## src/rtl/e1_oh_pkg.sv

```systemverilog
// Package: constants and helpers shared by the timeslot-0 overhead inserter.
// Field index f equals the bit of the enable word that controls the field.
package e1_oh_pkg;

    localparam int N_FIELDS = 7;
    localparam int FLD_INTL = 6;
    localparam int FLD_RALM = 5;
    localparam int FLD_SA4  = 4;
    localparam int TS0_BITS = 8;

    // Zero-based bit offset inside timeslot 0 at which field f sits.
    function automatic int unsigned field_pos(input int f);
        if (f == FLD_INTL)      return 0;
        else if (f == FLD_RALM) return 2;
        else                    return 3 + (FLD_SA4 - f);
    endfunction

endpackage

```

## src/rtl/e1_oh_timing.sv

```systemverilog
// Module: e1_oh_timing
// Tracks the bit position within the frame and the frame number within the
// multiframe. The outputs are combinational and describe the bit on ser_in in
// the current cycle.
// Assumes: frm_sync marks the first bit of a frame, and mfrm_sync comes
// together with frm_sync. With no frame pulse the position wraps after
// FRAME_BITS bits.
module e1_oh_timing #(
    parameter int FRAME_BITS = 256,
    parameter int MF_FRAMES  = 16,
    localparam int PW = $clog2(FRAME_BITS),
    localparam int FW = $clog2(MF_FRAMES)
) (
    input  logic          clk,
    input  logic          rst_n,
    input  logic          frm_sync,
    input  logic          mfrm_sync,
    output logic [PW-1:0] cur_pos,
    output logic [FW-1:0] cur_frm,
    output logic          locked
);

    localparam logic [PW-1:0] POS_LAST = PW'(FRAME_BITS - 1);
    localparam logic [FW-1:0] FRM_LAST = FW'(MF_FRAMES - 1);

    logic [PW-1:0] pos_q;
    logic [FW-1:0] frm_q;
    logic          locked_q;
    logic          pos_wrap;
    logic          frm_start;

    // Position of the current bit: restart on a frame pulse or after the last bit.
    always_comb begin
        pos_wrap  = (pos_q == POS_LAST);
        frm_start = frm_sync | pos_wrap;
        cur_pos   = frm_start ? '0 : pos_q + 1'b1;
    end

    // Frame number of the current bit: a multiframe pulse forces frame 0.
    always_comb begin
        if (mfrm_sync)
            cur_frm = '0;
        else if (frm_start)
            cur_frm = (frm_q == FRM_LAST) ? '0 : frm_q + 1'b1;
        else
            cur_frm = frm_q;
    end

    // Insertion is allowed from the first multiframe pulse onward.
    assign locked = locked_q | mfrm_sync;

    // Keep the position, the frame number and the lock flag for the next bit.
    always_ff @(posedge clk) begin
        if (!rst_n) begin
            pos_q    <= POS_LAST;
            frm_q    <= FRM_LAST;
            locked_q <= 1'b0;
        end else begin
            pos_q    <= cur_pos;
            frm_q    <= cur_frm;
            locked_q <= locked;
        end
    end

endmodule

```

## src/rtl/e1_oh_shadow.sv

```systemverilog
// Module: e1_oh_shadow
// Holds the enable word and the per-field source words, loaded together on a
// load pulse (the multiframe pulse), so that the insertion logic sees one
// consistent set for a whole multiframe.
// Assumes: the host inputs are stable around the clock edge of the load pulse.
module e1_oh_shadow #(
    parameter int N_FIELDS = 7,
    parameter int SRC_W    = 8
) (
    input  logic                           clk,
    input  logic                           rst_n,
    input  logic                           load,
    input  logic [N_FIELDS-1:0]            en_in,
    input  logic [N_FIELDS-1:0][SRC_W-1:0] src_in,
    output logic [N_FIELDS-1:0]            en_q,
    output logic [N_FIELDS-1:0][SRC_W-1:0] src_q
);

    for (genvar f = 0; f < N_FIELDS; f++) begin : g_fld
        // Capture the enable and source word of field f on a load pulse.
        always_ff @(posedge clk) begin
            if (!rst_n) begin
                en_q[f]  <= 1'b0;
                src_q[f] <= '0;
            end else if (load) begin
                en_q[f]  <= en_in[f];
                src_q[f] <= src_in[f];
            end
        end
    end

endmodule

```

## src/rtl/e1_oh_select.sv

```systemverilog
// Module: e1_oh_select
// Decides for the current bit whether an overhead field overrides it, and
// with which value. This module is purely combinational.
// Assumes: cur_pos and cur_frm describe the bit now on ser_in. Odd frame
// numbers are non-align frames.
module e1_oh_select
    import e1_oh_pkg::*;
#(
    parameter int FRAME_BITS = 256,
    parameter int MF_FRAMES  = 16,
    localparam int PW    = $clog2(FRAME_BITS),
    localparam int FW    = $clog2(MF_FRAMES),
    localparam int SRC_W = MF_FRAMES / 2
) (
    input  logic [PW-1:0]                  cur_pos,
    input  logic [FW-1:0]                  cur_frm,
    input  logic                           locked,
    input  logic [N_FIELDS-1:0]            en,
    input  logic [N_FIELDS-1:0][SRC_W-1:0] src,
    output logic [N_FIELDS-1:0]            hit,
    output logic                           ovr_active,
    output logic                           ovr_bit
);

    logic          in_naf;
    logic [FW-2:0] slot;
    logic [N_FIELDS-1:0] val;

    // A non-align frame after lock is the only place an override can occur.
    assign in_naf = locked & cur_frm[0];
    // Non-align frame 2k+1 takes source bit k.
    assign slot   = cur_frm[FW-1:1];

    for (genvar f = 0; f < N_FIELDS; f++) begin : g_fld
        localparam logic [PW-1:0] FPOS = PW'(field_pos(f));
        // Field f claims the bit when it is enabled and the position matches.
        assign hit[f] = in_naf & en[f] & (cur_pos == FPOS);
        // Source bit of field f for this frame.
        assign val[f] = src[f][slot];
    end

    // Combine the fields: at most one of them claims any given bit.
    assign ovr_active = |hit;
    assign ovr_bit    = |(hit & val);

endmodule

```

## src/rtl/e1_oh_inserter.sv

```systemverilog
// Module: e1_oh_inserter (top)
// Overrides the selected overhead bits of timeslot 0 in E1 non-align frames
// with values taken from per-frame source words, and passes every other bit
// through. The output is registered, which gives one bit clock of latency.
// Assumes: a bit clock at the line rate and a synchronous active-low reset.
module e1_oh_inserter
    import e1_oh_pkg::*;
#(
    parameter int FRAME_BITS = 256,
    parameter int MF_FRAMES  = 16,
    localparam int PW    = $clog2(FRAME_BITS),
    localparam int FW    = $clog2(MF_FRAMES),
    localparam int SRC_W = MF_FRAMES / 2
) (
    input  logic             clk,
    input  logic             rst_n,
    input  logic             ser_in,
    input  logic             frm_sync,
    input  logic             mfrm_sync,
    input  logic [6:0]       ovr_en,
    input  logic [SRC_W-1:0] src_intl,
    input  logic [SRC_W-1:0] src_ralm,
    input  logic [SRC_W-1:0] src_sa4,
    input  logic [SRC_W-1:0] src_sa5,
    input  logic [SRC_W-1:0] src_sa6,
    input  logic [SRC_W-1:0] src_sa7,
    input  logic [SRC_W-1:0] src_sa8,
    output logic             ser_out
);

    logic [N_FIELDS-1:0][SRC_W-1:0] src_arr;
    logic [N_FIELDS-1:0][SRC_W-1:0] src_shadow;
    logic [N_FIELDS-1:0]            en_shadow;
    logic [N_FIELDS-1:0]            fld_hit;
    logic [PW-1:0]                  cur_pos;
    logic [FW-1:0]                  cur_frm;
    logic                           locked;
    logic                           ovr_active;
    logic                           ovr_bit;

    // Pack the source words so that index f matches enable bit f.
    assign src_arr = {src_intl, src_ralm, src_sa4, src_sa5, src_sa6, src_sa7, src_sa8};

    e1_oh_timing #(
        .FRAME_BITS (FRAME_BITS),
        .MF_FRAMES  (MF_FRAMES)
    ) u_timing (
        .clk       (clk),
        .rst_n     (rst_n),
        .frm_sync  (frm_sync),
        .mfrm_sync (mfrm_sync),
        .cur_pos   (cur_pos),
        .cur_frm   (cur_frm),
        .locked    (locked)
    );

    e1_oh_shadow #(
        .N_FIELDS (N_FIELDS),
        .SRC_W    (SRC_W)
    ) u_shadow (
        .clk    (clk),
        .rst_n  (rst_n),
        .load   (mfrm_sync),
        .en_in  (ovr_en),
        .src_in (src_arr),
        .en_q   (en_shadow),
        .src_q  (src_shadow)
    );

    e1_oh_select #(
        .FRAME_BITS (FRAME_BITS),
        .MF_FRAMES  (MF_FRAMES)
    ) u_select (
        .cur_pos    (cur_pos),
        .cur_frm    (cur_frm),
        .locked     (locked),
        .en         (en_shadow),
        .src        (src_shadow),
        .hit        (fld_hit),
        .ovr_active (ovr_active),
        .ovr_bit    (ovr_bit)
    );

    // Output register: the override value or the incoming bit, one clock later.
    always_ff @(posedge clk) begin
        if (!rst_n)
            ser_out <= 1'b0;
        else
            ser_out <= ovr_active ? ovr_bit : ser_in;
    end

endmodule

```

## config.mk

```make
export PLATFORM = sky130hd
export DESIGN_NAME = e1_oh_inserter
export DESIGN_NICKNAME = d
export VERILOG_FILES = /design/src/rtl/e1_oh_pkg.sv /design/src/rtl/e1_oh_timing.sv /design/src/rtl/e1_oh_shadow.sv /design/src/rtl/e1_oh_select.sv /design/src/rtl/e1_oh_inserter.sv
export SDC_FILE = /design/constraint.sdc
export NUM_CORES = 1
export LEC_CHECK = 0
export ABC_AREA = 0
export BUFFER_PORTS_ARGS = -buffer_cell sky130_fd_sc_hd__buf_2
export CAP_MARGIN = 30
export CORE_MARGIN = 2
export CORE_UTILIZATION = 50
export CTS_BUF_LIST = sky130_fd_sc_hd__clkbuf_2
export DETAILED_ROUTE_END_ITERATION = 10
export PLACE_DENSITY_LB_ADDON = 0.15
export SLEW_MARGIN = 20
export SYNTH_ARGS = -nofsm -noshare
export SYNTH_HDL_FRONTEND = slang
export SYNTH_SLANG_ARGS = --single-unit
```

## constraint.sdc

```tcl
create_clock -name clk -period 3.7 [get_ports clk]
set_clock_uncertainty 0.15 [all_clocks]
set_input_delay 0.74 -clock clk [delete_from_list [all_inputs] [get_ports clk]]
set_output_delay 0.74 -clock clk [all_outputs]
set_load 0.1 [all_outputs]
```

Word-level counts from Yosys, hierarchy flattened
Index checks and enable logic that the tools add are counted.
- register bits: 77
- input bits: 68
- output and inout bits: 1
- word-level logic and storage cells: 69
- $add $sub $neg: 2
- $lt $le $gt $ge: 1
- equal/unequal tests: 8
- muxes and demuxes: 19
- bitwise logic cells: 18
- reduce and logical (&&, ||, !) cells: 3
- operators by type and width (kind ; count):
    == test 8 x 3 -> 1 bit, second input constant ; 4
    binary-select mux 1 bit (select 3 bit) ; 7
    == test 8 x 2 -> 1 bit, second input constant ; 2
    AND 1 bit ; 15
    OR reduction 7 bit ; 2
    2-to-1 mux 4 bit ; 3
    adder 8 x 1 -> 8 bit, second input constant ; 1
    == test 8 bit, second input constant ; 1
    zero test 8 bit ; 1
    2-to-1 mux 1 bit ; 8
    2-to-1 mux 8 bit ; 1
    AND 7 bit ; 1
    adder 4 x 1 -> 4 bit, second input constant ; 1
    == test 4 bit, second input constant ; 1
    less-than comparator 3 x 4 -> 1 bit, second input constant ; 1
    bitwise OR 1 bit ; 2

Depth between registers and ports, before layout
Gate-level depths: netlist of the first run.
- depth after elaboration: 10
- depth in mapped cells: 11
- mapped depth without buffers: 9

Cells and area by module
A second synthesis of the first run with hierarchy kept.
- cells, all modules: 333
- area total of the unflattened synthesis: 3752.3 µm²
- by module, submodules not included (module ; times used ; cells each ; area an instance (µm²) ; seq. area each (µm²)):
    e1_oh_shadow ; 1 ; 202 ; 2439.8 ; 1261.2
    e1_oh_select ; 1 ; 53 ; 645.6 ; 0.0
    e1_oh_timing ; 1 ; 75 ; 630.6 ; 260.2
    e1_oh_inserter ; 1 ; 3 ; 36.3 ; 20.0

Least setup slack after synthesis of the first run
OpenSTA, ideal clock, no wires.
- kind: input to register
- start point: in frm_sync
- end point: reg ser_out
- library setup time: 0.128 ns
- arrival time: 2.543 ns
- required time: 3.422 ns
- setup slack: 0.879 ns
- stages on the path: 9
- buffers on the path: 1
- path through: buf_2 inv_1 and2_0 mux2_2 o22ai_1 nand3_1 a221o_1 a2111oi_2 a21oi_2
- cells in the longest elaborated chain, start to end: 9
- elaborated cells between the ends (all ways): 44
- classes of those cells: eq/ne (6); mux (18); bitwise (17); reduce/logical (3)
- RTL lines (item ; line ; RTL):
    start: declaration ; e1_oh_inserter.sv:18 ; input logic frm_sync,
    bitwise OR 1 bit * ; e1_oh_timing.sv:35 ; frm_start = frm_sync | pos_wrap;
    branches (longest 7 deep; another with AND 7 bit) ; - ;
    2-to-1 mux 1 bit * ; e1_oh_inserter.sv:89 ; ser_out <= ovr_active ? ovr_bit : ser_in;
    end signal: assignment ; e1_oh_inserter.sv:89 ;
    end: declaration ; e1_oh_inserter.sv:28 ; output logic ser_out
Every way passes the cells marked *. The select of a mux whose other input is x is not followed.
A chain may end at the register's enable or synchronous reset.

Worst setup path after layout of the first run
- start point: reg u_timing.pos_q[0]
- end point: reg ser_out
- cells in the longest elaborated chain, start to end: 10
- elaborated cells between the ends (all ways): 46
- classes of those cells: add/sub (1); eq/ne (7); mux (18); bitwise (17); reduce/logical (3)
- RTL lines (item ; line ; RTL):
    start: declaration ; e1_oh_timing.sv:26 ; logic [PW-1:0] pos_q;
    start signal: assignment ; e1_oh_timing.sv:59 ; pos_q <= cur_pos;
    branches (longest 9 deep; another with adder 8 x 1 -> 8 bit) ; - ;
    2-to-1 mux 1 bit * ; e1_oh_inserter.sv:89 ;
Marked as above.

==> impl_metrics.ini, run 1 <==
[synthesis]
syn-cell-area_um2 = 3970
synth_flop_cell = dfxtp_1
synth_xor_area_share_pct = 1.32
synthAdderAreaFrac_pct = 0.631
synth-edff-count = 0
synth_top_area_share_pct = 38.9
synthSimpleGateAreaFrac_pct = 20.6
syn_area_per_cell_um2 = 9.70
synth_top_family_by_area = simple AND/OR/NAND/NOR gates
synth_top_cell_by_area = dfxtp_1
synthArstFlopShare_pct = 0
syn_nets = 479
synth.lib_cells_used.distinct = 61
synthMuxAreaShare_pct = 19.7
synth_cells = 409
synth-compound-area-share_pct = 14.9
yosysSeqAreaShare_pct = 38.9
synth.top_cells.by_count = 77 x dfxtp_1, 71 x mux2i_1, 68 x nor2b_1, 20 x nand2_1, 19 x o21ai_0
ys_ff_latch = 77
synthMostInstantiatedCell = dfxtp_1
synthTopCellsByArea = dfxtp_1 39%, mux2i_1 18%, nor2b_1 11%
ys_warn_count = 0

[route]
drc = 0
routed-via-count = 3169
firstDrtPassIters = 5
vias_per_cell = 5.56
avgRoutedWirePerCell_um = 15.5
wl_um = 8840
drtIter0Drc = 201
antenna_left = 0

[cts]
cts_setup_buffers = 0
cts.sink_count = 77
cts_inserted_buffers = 9
clockBufferDepth = 2
hold_buffers = 0
cts.clk_slew.worst_paths_ns = 0.22
ctsResizeCount = 0
clk_latency_ns = 0.54
tritoncts = built
root_buffer = clkbuf_2
cts_max_level = 3

[cells_and_area]
fin_cells = 570
fill_cells = 716
drive_gt1_share_pct = 22.4
area_delta_synth_final_pct = 11.8
fin_nets = 534
n_antenna_cell = 0

[setup_path]
cp.arrival_ns = 3.54
critPathLaunchType = register
r2r_start = u_timing.pos_q[0]$_SDFF_PN1_
critPathMaxFanout = 16
critPathBufInv = 0
cpPeakStageDelay_ns = 0.53
cpMaxStageDelayCell = dfxtp_1
endpoint_kind = register
critical_path_class = reg -> reg
cp_top_family = compound AO/OA/AOI/OAI gates
crit_start = u_timing.pos_q[0]$_SDFF_PN1_
worstSetupPathDepth = 9
crit_path_cell_trace = ha_1 -> and3_1 -> a21oi_4 -> o211ai_4 -> nand2_1 -> nor3b_1 -> a221o_1 -> a2111oi_2 -> a21oi_2
crit_required_ns = 3.99
worstRegToRegCells = 9

[placement]
port_buffers = 68
placedCellCount = 555
hpwl_um = 6370
gp_congestion = 0.930

[sta]
rsz0062_at_grt = no
whs_ns = 0.286
slew_headroom_pct = 51.6
tightest_slew_ns = 0.726
setup_viol_count_final = 0
post-route-min-period_ns = 3.25
tns_ns = 0
hold_violations = 0
drv_slew = 0
clock.fmax_mhz = 308
finalCritPeriodShare_pct = 87.8

[floorplanning]
start_util_pct = 51.3
core_area_um2 = 7730
std_cell_rows = 32
die-width_um = 93.1
dieArea_um2 = 8660
fp.dieH_um = 93.1
ios = 69

[power_and_ir_drop]
p_leak_nw = 1.87
p_sw_mw = 0.531
p_comb_share_pct = 20.5
p_int_mw = 1.20
swShare_pct = 30.7
p_clk_share_pct = 25.6
power_density_nw_per_um2 = 390
ir_worst_vdd_uv = 243
p_seq_share_pct = 53.9

[grt]
grt_max_degree = 55
grt_usage_pct = 21.3
grt_pass1_vias = 2921
grt_antenna_before_repair = 0
grt_pass1_wl_um = 14400
overflow = 0

[min_path]
min-delay-path-class = in -> reg
worstHoldStart = src_sa7[7]
hold_depth = 3

[outcome]
outcome = finished clean

[job]
maxCapViolCount = 0
tightest hold or removal path, stage by stage:
cell,delay [ns]
buf_2,0.07
mux2i_1,0.05
nor2b_1,0.09
final timing paths:
| path | endpoint | slack (ns) |
|---|---|---|
| max | ser_out$_SDFF_PN0_ | 0.45 |
| min | u_shadow.src_q[15]$_SDFFE_PN0P_ | 0.29 |
| max reg2reg | ser_out$_SDFF_PN0_ | 0.45 |
| min reg2reg | u_timing.locked_q$_SDFF_PN0_ | 0.36 |
cell families (layout without fill, tap and decap cells):
family	count (synthesis)	after routing
simple gates	138	138
compound gates	77	77
mux	77	77
flops	77	77
buf+inv	32	91
xor+xnor	6	6
fa+ha+maj	2	2
sequential cells by signal (all words and copies together) (netlist names):
| name | flops |
|---|---|
| u_shadow.src_q | 56 |
| u_timing.pos_q | 8 |
| u_shadow.en_q | 7 |
| u_timing.frm_q | 4 |
| ser_out | 1 |
| u_timing.locked_q | 1 |
layer usage:
metal	up-vias	part of all wire [%]	GRT usage [%]
li1	1593	-	-
met1	1455	48	29.3
met2	110	45	33.5
met3	11	5.9	5.00
met4	0	1.1	6.00
met5	-	0	0
final cells by class:
class / instances / area, µm² / area share, %
multi-input cells: 300 / 2270 / 51.2
flip-flops and latches: 77 / 1540 / 34.8
repair buffers: 71 / 365 / 8.24
well taps: 102 / 128 / 2.88
clock buffers: 10 / 50.0 / 1.13
clock inverters: 5 / 61.3 / 1.38
inverters: 5 / 18.8 / 0.423
per-stage QoR:
stage / util (%) / power (mW) / cell area, µm² / setup WS (ns)
detailed placement: 55.9 / 1.30 / 4320 / 0.514
floorplan: - / 1.21 / 3970 / 0.879
global placement: 55.9 / 1.29 / 4320 / 0.630
CTS: 57.4 / 1.75 / 4430 / 0.500
global route: 57.4 / 1.82 / 4430 / 0.217
finish: 57.4 / 1.73 / 4430 / 0.452
cells in the final DEF, fill, tap and decap left out, types with 5 or more instances in the layout:
cell	instances
buf_2	67
clkbuf_2	10
nand2_1	20
and3_1	6
nor2_1	5
nor2b_1	68
nand3_1	8
inv_1	5
nor3_1	8
mux2i_1	71
a21oi_1	13
dfxtp_1	77
o21ai_0	19
nand4_1	5
power by group through the flow:
stage	Combinational [mW]	Clock, mW	Sequential, mW
final	0.354	0.443	0.933
after global routing	0.391	0.493	0.940
after CTS	0.353	0.460	0.932
after detailed placement	0.351	0	0.949
after global placement	0.346	0	0.949
after floorplan	0.275	0	0.933
Power figures use the tool's default switching activity.
==> run 2: changes to the inputs <==
- CELL_PAD_IN_SITES_DETAIL_PLACEMENT: unset -> 1
- CELL_PAD_IN_SITES_GLOBAL_PLACEMENT: unset -> 2
- CORE_UTILIZATION: 50 -> 36
- SLEW_MARGIN: 20 -> 10
==> impl_metrics.ini, run 2 (synthesis results as in run 1) <==
[outcome]
outcome = finished clean

[cts]
ctsResizeCount = 0
root_buffer = clkbuf_2
cts_max_level = 3
cts.clk_slew.worst_paths_ns = 0.20
cts.sink_count = 77
cts_setup_buffers = 0
clockBufferDepth = 2
cts_inserted_buffers = 9
hold_buffers = 0
tritoncts = built
clk_latency_ns = 0.51

[sta]
tns_ns = 0
clock.fmax_mhz = 299
setup_viol_count_final = 0
whs_ns = 0.322
post-route-min-period_ns = 3.35
tightest_slew_ns = 0.699
slew_headroom_pct = 53.4
rsz0062_at_grt = no
finalCritPeriodShare_pct = 90.5
drv_slew = 0
hold_violations = 0

[route]
firstDrtPassIters = 4
drtIter0Drc = 92
wl_um = 10300
drc = 0
antenna_left = 0
routed-via-count = 3150
avgRoutedWirePerCell_um = 16.9
vias_per_cell = 5.17

[floorplanning]
fp.dieH_um = 109
core_area_um2 = 10800
ios = 69
start_util_pct = 36.8
die-width_um = 109
dieArea_um2 = 11900
std_cell_rows = 38

[power_and_ir_drop]
p_sw_mw = 0.532
p_clk_share_pct = 24.8
p_int_mw = 1.20
power_density_nw_per_um2 = 386
p_leak_nw = 1.89
p_comb_share_pct = 21.2
p_seq_share_pct = 54.0
ir_worst_vdd_uv = 151
swShare_pct = 30.8

[grt]
overflow = 0
grt_pass1_wl_um = 16400
grt_antenna_before_repair = 0
grt_pass1_vias = 3138
grt_usage_pct = 18.2
grt_max_degree = 48

[cells_and_area]
fin_cells = 609
top_register = u_shadow.src_q
regArea_um2 = 1540
final_core_util_pct = 41.5
drive_gt1_share_pct = 22.4
top_regs = u_shadow.src_q x56, u_timing.pos_q x8, u_shadow.en_q x7
fill_cells = 1239
area_delta_synth_final_pct = 12.9
largest_reg_flops = 56
n_antenna_cell = 0
layout_commonest_cell = dfxtp_1
final_cell_mix = 77 x dfxtp_1, 71 x mux2i_1, 68 x nor2b_1
multi_input_area_um2 = 2270
fin_nets = 536

[min_path]
min-delay-path-class = in -> reg
worstHoldStart = src_sa7[0]

[setup_path]
critical_path_class = reg -> reg
critPathLaunchType = register
r2r_start = u_timing.pos_q[0]$_SDFF_PN1_
crit_path_cell_trace = ha_1 -> and3_1 -> a21oi_4 -> o211ai_4 -> nand2_1 -> nor3b_1 -> a221o_1 -> a2111oi_2 -> a21oi_2
endpoint_kind = register
critPathBufInv = 0
crit_required_ns = 3.95
cp.arrival_ns = 3.60
cpPeakStageDelay_ns = 0.55
crit_start = u_timing.pos_q[0]$_SDFF_PN1_
cp_top_family = compound AO/OA/AOI/OAI gates
cpMaxStageDelayCell = dfxtp_1
critPathMaxFanout = 16

[job]
maxCapViolCount = 0

[placement]
placedCellCount = 595
gp_congestion = 0.910
port_buffers = 68
hpwl_um = 7540
-- run 2: cell count changes in the layout (fill, tap and decap cells not counted), sizes merged --
cell,delta
clkinvlp,-3
inv,-1
buf,+2
clkinv,+2
clkbuf,+1
-- run 2: routing by layer --
layer / track usage (%) / up-vias / share of wire, %
li1: - / 1588 / -
met1: 24.9 / 1495 / 51
met2: 28.2 / 58 / 44
met3: 3.65 / 9 / 3.5
met4: 6.78 / 0 / 1.5
met5: 0 / - / 0
-- run 2: area by class of cell --
class | count | share of cell area [%]
tap | 140 | 3.91
timing repair buffer | 73 | 8.49
inverter | 5 | 0.419
clock inverter | 3 | 0.866
sequential | 77 | 34.4
multi-input combinational | 300 | 50.7
clock buffer | 11 | 1.23
-- run 2: worst reg2reg max path, cell delays in order (launching register included) --
cell	delay [ns]
dfxtp_1	0.55
ha_1	0.30
and3_1	0.42
a21oi_4	0.14
o211ai_4	0.52
nand2_1	0.29
nor3b_1	0.21
a221o_1	0.34
a2111oi_2	0.24
a21oi_2	0.09
-- run 2: power groups by stage --
stage	logic, mW	clock network, mW	registers, mW
2_1_floorplan	0.275	0	0.933
3_3_place_gp	0.363	0	0.949
3_5_place_dp	0.369	0	0.950
4_1_cts	0.370	0.458	0.933
5_1_grt	0.404	0.494	0.941
6_report	0.366	0.429	0.933
-- run 2: path summary, 6_finish.rpt --
check                                    endpoint  slack (ns)  cells after the start
hold / removal     u_shadow.src_q[8]$_SDFFE_PN0P_        0.32                      3
setup / recovery               ser_out$_SDFF_PN0_        0.35                      9
setup reg to reg               ser_out$_SDFF_PN0_        0.35                      9
hold reg to reg   u_shadow.src_q[11]$_SDFFE_PN0P_        0.39                      2
-- run 2: through the flow --
stage / instance area [µm²] / worst slack [ns] / total power, mW
floorplan: 3970 / 0.879 / 1.21
global placement: 4390 / 0.553 / 1.31
detailed placement: 4390 / 0.438 / 1.32
CTS: 4480 / 0.382 / 1.76
global route: 4480 / 0.117 / 1.84
finish: 4480 / 0.351 / 1.73
==> run 3: changes to the inputs <==
- BUFFER_PORTS_ARGS: -buffer_cell sky130_fd_sc_hd__buf_2 -> -buffer_cell sky130_fd_sc_hd__buf_4
==> impl_metrics.ini, run 3 (synthesis results as in run 1) <==
[outcome]
outcome = finished clean

[floorplanning]
start_util_pct = 36.8
core_area_um2 = 10800
dieArea_um2 = 11900
die-width_um = 109
std_cell_rows = 38
fp.dieH_um = 109
ios = 69

[cts]
hold_buffers = 0
cts_setup_buffers = 0
clockBufferDepth = 2
cts_inserted_buffers = 9
cts.clk_slew.worst_paths_ns = 0.20
cts_max_level = 3
tritoncts = built
cts.sink_count = 77
clk_latency_ns = 0.53
root_buffer = clkbuf_2
ctsResizeCount = 0

[cells_and_area]
fin_cells = 607
drive_gt1_share_pct = 22.3
top_register = u_shadow.src_q
fill_cells = 1263
final_cell_mix = 77 x dfxtp_1, 71 x mux2i_1, 70 x buf_4
fin_nets = 533
largest_reg_flops = 56
area_delta_synth_final_pct = 17.4
n_antenna_cell = 0
layout_commonest_cell = dfxtp_1
fin_area_um2 = 4660
final_core_util_pct = 43.2
top_regs = u_shadow.src_q x56, u_timing.pos_q x8, u_shadow.en_q x7

[route]
avgRoutedWirePerCell_um = 16.8
wl_um = 10200
routed-via-count = 3188
drtIter0Drc = 107
vias_per_cell = 5.25
firstDrtPassIters = 8
drc = 0
antenna_left = 0

[placement]
hpwl_um = 7380
gp_congestion = 0.848
placed_area_um2 = 4530
port_buffers = 68
placedCellCount = 592
place_ws_ns = 0.380

[setup_path]
critPathLaunchType = register
crit_path_cell_trace = ha_1 -> and3_1 -> a21oi_4 -> o211ai_4 -> nand2_1 -> nor3b_1 -> a221o_1 -> a2111oi_2 -> a21oi_2
cpPeakStageDelay_ns = 0.54
critPathBufInv = 0
cpMaxStageDelayCell = dfxtp_1
r2r_start = u_timing.pos_q[0]$_SDFF_PN1_
endpoint_kind = register
worstRegToRegCells = 9
rrSetupSlack_ns = 0.36
cp_top_family = compound AO/OA/AOI/OAI gates
critPathMaxFanout = 16
crit_required_ns = 3.96
critical_path_class = reg -> reg
cp.arrival_ns = 3.61
worstReg2RegEnd = ser_out$_SDFF_PN0_

[sta]
drv_slew = 0
post-route-min-period_ns = 3.34
slew_headroom_pct = 49.4
tns_ns = 0
setup_viol_count_final = 0
clock.fmax_mhz = 299
hold_violations = 0
tightest_slew_ns = 0.759
rsz0062_at_grt = no
finalCritPeriodShare_pct = 90.4
whs_ns = 0.311
fin_ws_ns = 0.357

[job]
maxCapViolCount = 0

[min_path]
worstHoldStart = src_sa7[1]
min-delay-path-class = in -> reg
holdPathEnd = u_shadow.src_q[9]$_SDFFE_PN0P_
hold_depth = 3

[power_and_ir_drop]
p_int_mw = 1.29
power_density_nw_per_um2 = 393
swShare_pct = 29.6
p_seq_share_pct = 51.0
ir_worst_vdd_uv = 224
p_total_mw = 1.83
p_clk_share_pct = 28.2
p_leak_nw = 1.95
p_comb_share_pct = 20.8
p_sw_mw = 0.542

[grt]
overflow = 0
grt_antenna_before_repair = 0
grt_max_degree = 78
grt_pass1_vias = 3192
grt_pass1_wl_um = 16700
grt_usage_pct = 18.3
-- run 3: cell types whose count changed in the layout (fill, tap and decap cells not counted), sizes merged --
| cell | before | now |
|---|---|---|
| bufinv | 1 | 2 |
| buf | 73 | 70 |
-- run 3: cell type report --
class                   instances  area [µm²]  share of cell area [%]
multi-input cells             300        2270                    48.7
flip-flops and latches         77        1540                    33.1
repair buffers                 70         526                    11.3
well taps                     140         175                    3.76
clock inverters                 4        73.8                    1.58
clock buffers                  11        55.1                    1.18
inverters                       5        18.8                   0.403
-- run 3: how the worst max path moves through the flow --
stage	start	end	depth (start not counted)	slack, ns
after floorplan	frm_sync	ser_out$_SDFF_PN0_	9	0.88
after global placement	u_timing.pos_q[0]$_SDFF_PN1_	ser_out$_SDFF_PN0_	9	0.57
after detailed placement	u_timing.pos_q[0]$_SDFF_PN1_	ser_out$_SDFF_PN0_	9	0.38
after CTS	u_timing.pos_q[0]$_SDFF_PN1_	ser_out$_SDFF_PN0_	9	0.33
after global routing	u_timing.pos_q[0]$_SDFF_PN1_	ser_out$_SDFF_PN0_	9	0.08
final	u_timing.pos_q[0]$_SDFF_PN1_	ser_out$_SDFF_PN0_	9	0.36
-- run 3: power groups by stage --
stage	Combinational, mW	Clock [mW]	Sequential [mW]
6_report	0.381	0.517	0.932
2_1_floorplan	0.275	0	0.933
4_1_cts	0.387	0.545	0.933
3_5_place_dp	0.385	0	0.949
3_3_place_gp	0.378	0	0.949
5_1_grt	0.425	0.577	0.940
-- run 3: metal layers --
layer | GRT usage [%] | share of wire (%) | vias up
met4 | 5.22 | 1.2 | 0
met2 | 29.2 | 46 | 60
met1 | 24.9 | 49 | 1526
li1 | - | - | 1593
met5 | 0 | 0 | -
met3 | 4.06 | 4.1 | 9
-- run 3: worst min-delay path, cell delays in order --
cell and delay, ns:
buf_4 0.08, mux2i_1 0.05, nor2b_1 0.10
